File: src/rtl/fp_pkg.sv
// Shared constants for the frame packer.
// Assumes a 4-bit marker nibble at the top of every frame.
package fp_pkg;
    localparam logic [3:0] FP_MARK = 4'h5;
    localparam int FP_PKT_W  = 30;
    localparam int FP_SLOTS  = 4;
    localparam int FP_LFSR_W = 58;
    localparam int FP_TAP    = 39;
endpackage

File: src/rtl/fp_collect.sv
// Packet collector: holds up to SLOTS packets in arrival order.
// Assumes the caller never pushes into a full store without a flush in the same cycle.
module fp_collect #(
    parameter int PKT_W = 30,
    parameter int SLOTS = 4,
    localparam int CNT_W = $clog2(SLOTS + 1),
    localparam int IDX_W = (SLOTS > 1) ? $clog2(SLOTS) : 1
) (
    input  logic                        clk,
    input  logic                        rst_n,
    input  logic                        push,
    input  logic [PKT_W-1:0]            data,
    input  logic                        flush,
    output logic [SLOTS-1:0][PKT_W-1:0] slots,
    output logic [CNT_W-1:0]            cnt
);
    // Store packets; a flush empties the store, and a push in the same cycle goes to slot 0.
    always_ff @(posedge clk) begin
        if (!rst_n) begin
            cnt   <= '0;
            slots <= '0;
        end else if (flush) begin
            cnt <= push ? CNT_W'(1) : '0;
            if (push) slots[0] <= data;
        end else if (push) begin
            slots[cnt[IDX_W-1:0]] <= data;
            cnt <= cnt + CNT_W'(1);
        end
    end

    p_no_overflow_r7: assert property (@(posedge clk) disable iff (!rst_n)
        !(cnt == CNT_W'(SLOTS) && push && !flush));

    p_hold_r6: assert property (@(posedge clk) disable iff (!rst_n)
        (!flush && !push) |=> $stable(cnt));

    p_flush_push_r8: assert property (@(posedge clk) disable iff (!rst_n)
        (flush && push) |=> (cnt == CNT_W'(1)));
endmodule

File: src/rtl/fp_scramble.sv
// Scrambler source: a Fibonacci LFSR stepped WORD_W times per frame.
// Assumes SEED is non-zero; the state only moves on a frame handshake.
module fp_scramble #(
    parameter int            LFSR_W = 58,
    parameter int            TAP    = 39,
    parameter int            WORD_W = 120,
    parameter logic [57:0]   SEED   = 58'h2AB_CDEF_0123_4567
) (
    input  logic              clk,
    input  logic              rst_n,
    input  logic              advance,
    output logic [WORD_W-1:0] word
);
    logic [LFSR_W-1:0] state;
    logic [LFSR_W-1:0] state_nx;

    // Unroll WORD_W steps: each feedback bit is one word bit, MSB first.
    always_comb begin
        logic [LFSR_W-1:0] s;
        logic              fb;
        s    = state;
        word = '0;
        for (int k = 0; k < WORD_W; k++) begin
            fb = s[LFSR_W-1] ^ s[TAP-1];
            word[WORD_W-1-k] = fb;
            s = {s[LFSR_W-2:0], fb};
        end
        state_nx = s;
    end

    // Hold the state; step it once per delivered frame.
    always_ff @(posedge clk) begin
        if (!rst_n)       state <= SEED[LFSR_W-1:0];
        else if (advance) state <= state_nx;
    end

    p_lfsr_live_r4: assert property (@(posedge clk) disable iff (!rst_n)
        state != '0);

    p_lfsr_hold_r4: assert property (@(posedge clk) disable iff (!rst_n)
        !advance |=> $stable(state));
endmodule

File: src/rtl/fp_assemble.sv
// Frame builder: fills slots (idle where empty), scrambles, adds parity header,
// and substitutes the sync pattern when asked. Purely combinational.
module fp_assemble #(
    parameter int PKT_W = 30,
    parameter int SLOTS = 4,
    localparam int CNT_W = $clog2(SLOTS + 1),
    localparam int PAY_W = PKT_W * SLOTS,
    localparam int FRM_W = 4 + SLOTS + PAY_W
) (
    input  logic [SLOTS-1:0][PKT_W-1:0] slots,
    input  logic [CNT_W-1:0]            cnt,
    input  logic [PAY_W-1:0]            word,
    input  logic                        sync_req,
    input  logic [FRM_W-1:0]            sync_pattern,
    output logic [FRM_W-1:0]            frame
);
    logic [PAY_W-1:0] payload;
    logic [SLOTS-1:0] parity;

    for (genvar i = 0; i < SLOTS; i++) begin : g_slot
        logic [PKT_W-1:0] raw;
        logic [PKT_W-1:0] scr;
        // Pick the stored packet or the idle filler, then scramble and take parity.
        always_comb begin
            raw = (CNT_W'(i) < cnt) ? slots[i] : {PKT_W{1'b1}};
            scr = raw ^ word[PAY_W-1-i*PKT_W -: PKT_W];
        end
        assign payload[PAY_W-1-i*PKT_W -: PKT_W] = scr;
        assign parity[i] = ^scr;
    end

    // Choose between the sync pattern and the packed frame.
    always_comb begin
        if (sync_req) frame = sync_pattern;
        else          frame = {fp_pkg::FP_MARK, parity, payload};
    end
endmodule

File: src/rtl/frame_packer.sv
// Top: scrambled frame packer. Offers a frame every cycle after reset; a
// handshake on frm_ready is the frame deadline. Assumes SLOTS+4 header bits.
module frame_packer #(
    parameter int          PKT_W  = fp_pkg::FP_PKT_W,
    parameter int          SLOTS  = fp_pkg::FP_SLOTS,
    parameter int          LFSR_W = fp_pkg::FP_LFSR_W,
    parameter int          TAP    = fp_pkg::FP_TAP,
    parameter logic [57:0] SEED   = 58'h2AB_CDEF_0123_4567,
    localparam int CNT_W = $clog2(SLOTS + 1),
    localparam int PAY_W = PKT_W * SLOTS,
    localparam int FRM_W = 4 + SLOTS + PAY_W
) (
    input  logic             clk,
    input  logic             rst_n,
    input  logic             pkt_valid,
    input  logic [PKT_W-1:0] pkt_data,
    output logic             pkt_ready,
    input  logic             sync_req,
    input  logic [FRM_W-1:0] sync_pattern,
    output logic             frm_valid,
    input  logic             frm_ready,
    output logic [FRM_W-1:0] frm_data
);
    logic                        hs;
    logic                        flush;
    logic                        push;
    logic [SLOTS-1:0][PKT_W-1:0] slots;
    logic [CNT_W-1:0]            cnt;
    logic [PAY_W-1:0]            word;

    // Frame offer goes high one edge after reset release.
    always_ff @(posedge clk) begin
        if (!rst_n) frm_valid <= 1'b0;
        else        frm_valid <= 1'b1;
    end

    // Handshake decode and upstream flow control.
    always_comb begin
        hs        = frm_valid & frm_ready;
        flush     = hs & ~sync_req;
        pkt_ready = (cnt < CNT_W'(SLOTS)) | flush;
        push      = pkt_valid & pkt_ready;
    end

    fp_collect #(.PKT_W(PKT_W), .SLOTS(SLOTS)) u_collect (
        .clk(clk), .rst_n(rst_n), .push(push), .data(pkt_data),
        .flush(flush), .slots(slots), .cnt(cnt)
    );

    fp_scramble #(.LFSR_W(LFSR_W), .TAP(TAP), .WORD_W(PAY_W), .SEED(SEED)) u_scr (
        .clk(clk), .rst_n(rst_n), .advance(hs), .word(word)
    );

    fp_assemble #(.PKT_W(PKT_W), .SLOTS(SLOTS)) u_asm (
        .slots(slots), .cnt(cnt), .word(word), .sync_req(sync_req),
        .sync_pattern(sync_pattern), .frame(frm_data)
    );

    p_valid_up_r10: assert property (@(posedge clk) disable iff (!rst_n)
        1'b1 |=> frm_valid);

    p_cnt_range_r7: assert property (@(posedge clk) disable iff (!rst_n)
        cnt <= CNT_W'(SLOTS));
endmodule

File: config.mk
export PLATFORM = sky130hd
export DESIGN_NAME = frame_packer
export DESIGN_NICKNAME = d
export VERILOG_FILES = /design/src/rtl/fp_pkg.sv /design/src/rtl/fp_collect.sv /design/src/rtl/fp_scramble.sv /design/src/rtl/fp_assemble.sv /design/src/rtl/frame_packer.sv
export SDC_FILE = /design/constraint.sdc
export NUM_CORES = 1
export LEC_CHECK = 0
export BUFFER_PORTS_ARGS = -buffer_cell sky130_fd_sc_hd__buf_2
export CAP_MARGIN = 20
export CORE_MARGIN = 2
export CORE_UTILIZATION = 40
export CTS_CLUSTER_SIZE = 16
export DETAILED_ROUTE_END_ITERATION = 8
export HOLD_SLACK_MARGIN = 0.05
export PLACE_DENSITY = 0.66
export SLEW_MARGIN = 25
export SYNTH_ARGS = -nofsm -noshare
export SYNTH_HDL_FRONTEND = slang
export SYNTH_HIERARCHICAL = 1
export SYNTH_SLANG_ARGS = --single-unit
export TNS_END_PERCENT = 20
File: constraint.sdc
create_clock -name clk -period 7.25 [get_ports clk]
set_clock_uncertainty 0.05 [all_clocks]
set_input_delay 1.45 -clock clk [delete_from_list [all_inputs] [get_ports clk]]
set_output_delay 1.45 -clock clk [all_outputs]
set_load 0.05 [all_outputs]
==> metrics.md <==
| Metric | Value |
|---|---|
| Via density | 5.21 |
| HP Start | u_collect/slots[1] |
| Initial Utilization | 40.6% |
| Cell Area, Placed | 0.0147 sq mm |
| Fin crit period | approximately 5.1 ns |
| R2R Setup Slk | 4.95 ns |
| Crit path required time | 5.75 ns |
| Wire length of the first global-routing pass | 66000 um |
| Clk sink count | 182 |
| DP Cell Count | 2232 |
| CTS H-Tree Depth | 4 |
| WP buf/inv | 1 |
| Clk pin slew, worst setup/hold paths | 0.07 ns |
| Crit path DAT | 3.57 ns |
| Grt total ovfl | 0 |
| Delay-heaviest family, CP | XOR/XNOR gates |
| RSZ-0062 raised after global routing | false |
| Synth cell types | 38 |
| Warnings, synthesis | 6 |
| Leakage Power | 6.77 nW |
| CP Max Fanout | 6 |
| Hold depth | 2 |
| Post-DRT Antenna Nets | 0 |
| Worst R2R Start | u_collect/cnt[2] |
| Mapped cell area | 0.0133 sq mm |
| DR vias | 11800 |
| Status | finished clean |
| Non-Filler Cell Area, Final | 0.0153 sq mm |
| Fillers | roughly 3300 |
| Ports | ~300 |
| Seq/Total Area, Yosys | 27.5% |
| Seq pwr share | 23.6% |
| Largest net degree at the start of global routing | 187 |
| Highest Clock Rate | 197 MHz |
| Max clock buf depth | 2 |
| Worst-Skew Late Latency | 0.44 ns |
| CP max-delay cell | dfxtp_1 |
| CTS root buf | clkbuf_16 |
| Final Cycle Share | a little over two thirds |
| Most frequent cells in the layout | buf_2, o21ai_0, xnor2_1, nor2_1, dfxtp_1 |
| WHS Endpoint | u_collect/slots[1] |
| Syn_area_per_cell | 8.15 sq um |
| Combinational power share | 54.6% |
| CTS tree | done |
| Fraction of layout cells with a size suffix above 1 | 19.7% |
| Wire length per cell | roughly 21 um |
| RR Endpoint | u_collect/slots[111] |
| Switching Power | 2.12 mW |
| Initial DRC count | around 1000 |
| Placer Congestion | 0.989 |
| DRT Pass-1 Iters | 7 |
| Mapped Nets | 1792 |
| Worst Setup End Kind | output port |
| Int Pwr | between 2 and 3 mW |
| Worst Tran Pin Value | about 1 ns |
| WL final | about 47000 um |
| TNS Setup | 0 ns |
| Most common cell after layout, fill and taps aside | buf_2 |
| Setup violators final | 0 |
| Post-CTS sizing | 0 |
| Synth async-reset ratio | 0% |
| Core Area | 0.0326 sq mm |
| Final Net Count | 1976 |
| Biggest cell delay along the critical path | 0.50 ns |
| Switch share | between 40% and 50% |
| Die height | approximately 190 um |
| Post-DP HPWL | 35700 um |
| Path type of the worst setup path | reg -> out |
| WHS | 0.449 ns |
| Die X | 186 um |
| Reg2reg path depth | 5 |
| Hold_buf cts | 0 |
| Hold WC Path Type | reg -> reg |
| Startpoint types | register |
| DRC Markers | 0 |
| Most used DFF post-synth | dfxtp_1 |
| Die area | 0.0346 sq mm |
| # rows | 66 |
| I/O Buffers | 292 |
| Initial antenna violation count | 3 |
| Setup bufs post-CTS | 0 |
| Number of synthesized flops with an enable pin | 0 |
| Post-route insts no fill | 2267 |
| Hold Fails Final Rpt | 0 |
| Seq cells post-synth | 182 |
| Mapped Cells | 1625 |
| Vias in the first global route | 10400 |
| PwrDens | 313 mW/mm^2 |
| Clock share of power | roughly 22% |
| Gr usage total | 26.5% |
| TritonCTS Buffers | 17 |
| Area growth, synth to finish | 15.8% |
| Crit-path most repeated cell | xnor2_1 |
| Fin. max-slew vios | 0 |
| Max Cap Viol | 0 |
| Crit-path cells | xor2_1 > xor2_1 > xnor2_1 > xnor2_1 > xnor2_1 > xnor2_1 > xnor2_1 > xnor3_1 > mux2_2 > buf_2 |
| Maximum VDD drop | around 0.00035 V |
| Rel. slew slack | about 33% |
-- kinds of logic after synthesis --
kind of cell	Yosys count	share of synthesized area (%)
AOI/OAI and AO/OA	278	10.8
xor gates and xnor gates	469	36.7
and+or+nand+nor	517	17.1
adders and majority gates	4	0.378
buffers and inverters	151	5.58
DFF	182	27.5
muxes	24	1.82
-- metal layers --
layer | global-route usage, % | vias up | part of all wire [%]
met5 | 0 | - | 0.026
met1 | 35.3 | 5515 | 42
met4 | 11.5 | 2 | 4.5
met2 | 41.0 | 585 | 43
met3 | 5.97 | 79 | 10
li1 | - | 5625 | -
-- Yosys cell counts, types with 3 or more instances --
library cell / number / share of area [%]
nand2b_1: 33 / 1.6
nor2_1: 183 / 5.2
clkbuf_2: 7 / 0.26
xor2_2: 4 / 0.49
clkbuf_1: 51 / 1.4
xnor2_1: 235 / 16
mux2i_1: 23 / 1.7
buf_4: 21 / 1.2
dfxtp_1: 182 / 27
xor3_1: 37 / 6.6
nor3_1: 7 / 0.26
o21ai_1: 9 / 0.34
nand3b_4: 4 / 0.60
nand3_1: 120 / 4.5
o211ai_2: 3 / 0.28
nand2_1: 162 / 4.6
o21ai_0: 259 / 9.8
inv_1: 13 / 0.37
xnor3_1: 9 / 1.5
buf_2: 56 / 2.1
xor2_1: 180 / 12
ha_1: 4 / 0.38
-- tightest hold or removal path: stages, from the launching register on --
cell and delay, ns:
dfxtp_1 0.34, nand3_1 0.07, o21ai_1 0.05
-- layout make-up --
class / instances / area, sq um / area share [%]
timing repair buffer: 303 / 1560 / 10.1
inverter: 13 / 48.8 / 0.318
clock inverter: 12 / 189 / 1.23
sequential: 182 / 3640 / 23.7
antenna: 3 / 7.51 / 0.0489
multi-input combinational: 1292 / 8880 / 57.9
tap: 442 / 553 / 3.60
clock buffer: 20 / 467 / 3.04
-- power by group through the flow --
| stage | Combinational (mW) | Sequential [mW] | Clock (mW) |
|---|---|---|---|
| after global placement | 2.60 | 1.15 | 0 |
| after CTS | 2.62 | 1.13 | 1.05 |
| after detailed placement | 2.61 | 1.15 | 0 |
| after global routing | 2.76 | 1.14 | 1.09 |
| final | 2.62 | 1.13 | 1.05 |
| after floorplan | 2.05 | 1.10 | 0 |
-- state kept, by name, indices dropped and copies added, names as in the netlist --
register	flops
u_scr/state	58
u_collect/slots	120
u_collect/cnt	3
frm_valid	1
-- worst max path at each step --
stage / depth (start not counted) / slack [ns] / start / end
floorplan: 11 / 2.72 / u_scr/state[35] / frm_data[123]
CTS: 10 / 2.22 / u_scr/state[28] / frm_data[121]
global placement: 5 / 2.55 / sync_req / frm_data[109]
detailed placement: 5 / 2.45 / sync_req / frm_data[111]
finish: 10 / 2.18 / u_scr/state[28] / frm_data[121]
global route: 10 / 2.09 / u_scr/state[28] / frm_data[121]
-- metrics by stage --
| stage | utilization (%) | total power [mW] | worst slack, ns |
|---|---|---|---|
| 3_5_place_dp | 45.0 | 3.76 | 2.45 |
| 6_report | 47.0 | 4.80 | 2.18 |
| 5_1_grt | 47.0 | 4.98 | 2.09 |
| 3_3_place_gp | 45.0 | 3.74 | 2.55 |
| 4_1_cts | 47.0 | 4.80 | 2.22 |
| 2_1_floorplan | - | 3.15 | 2.72 |
(Power assumes the default switching activity.)
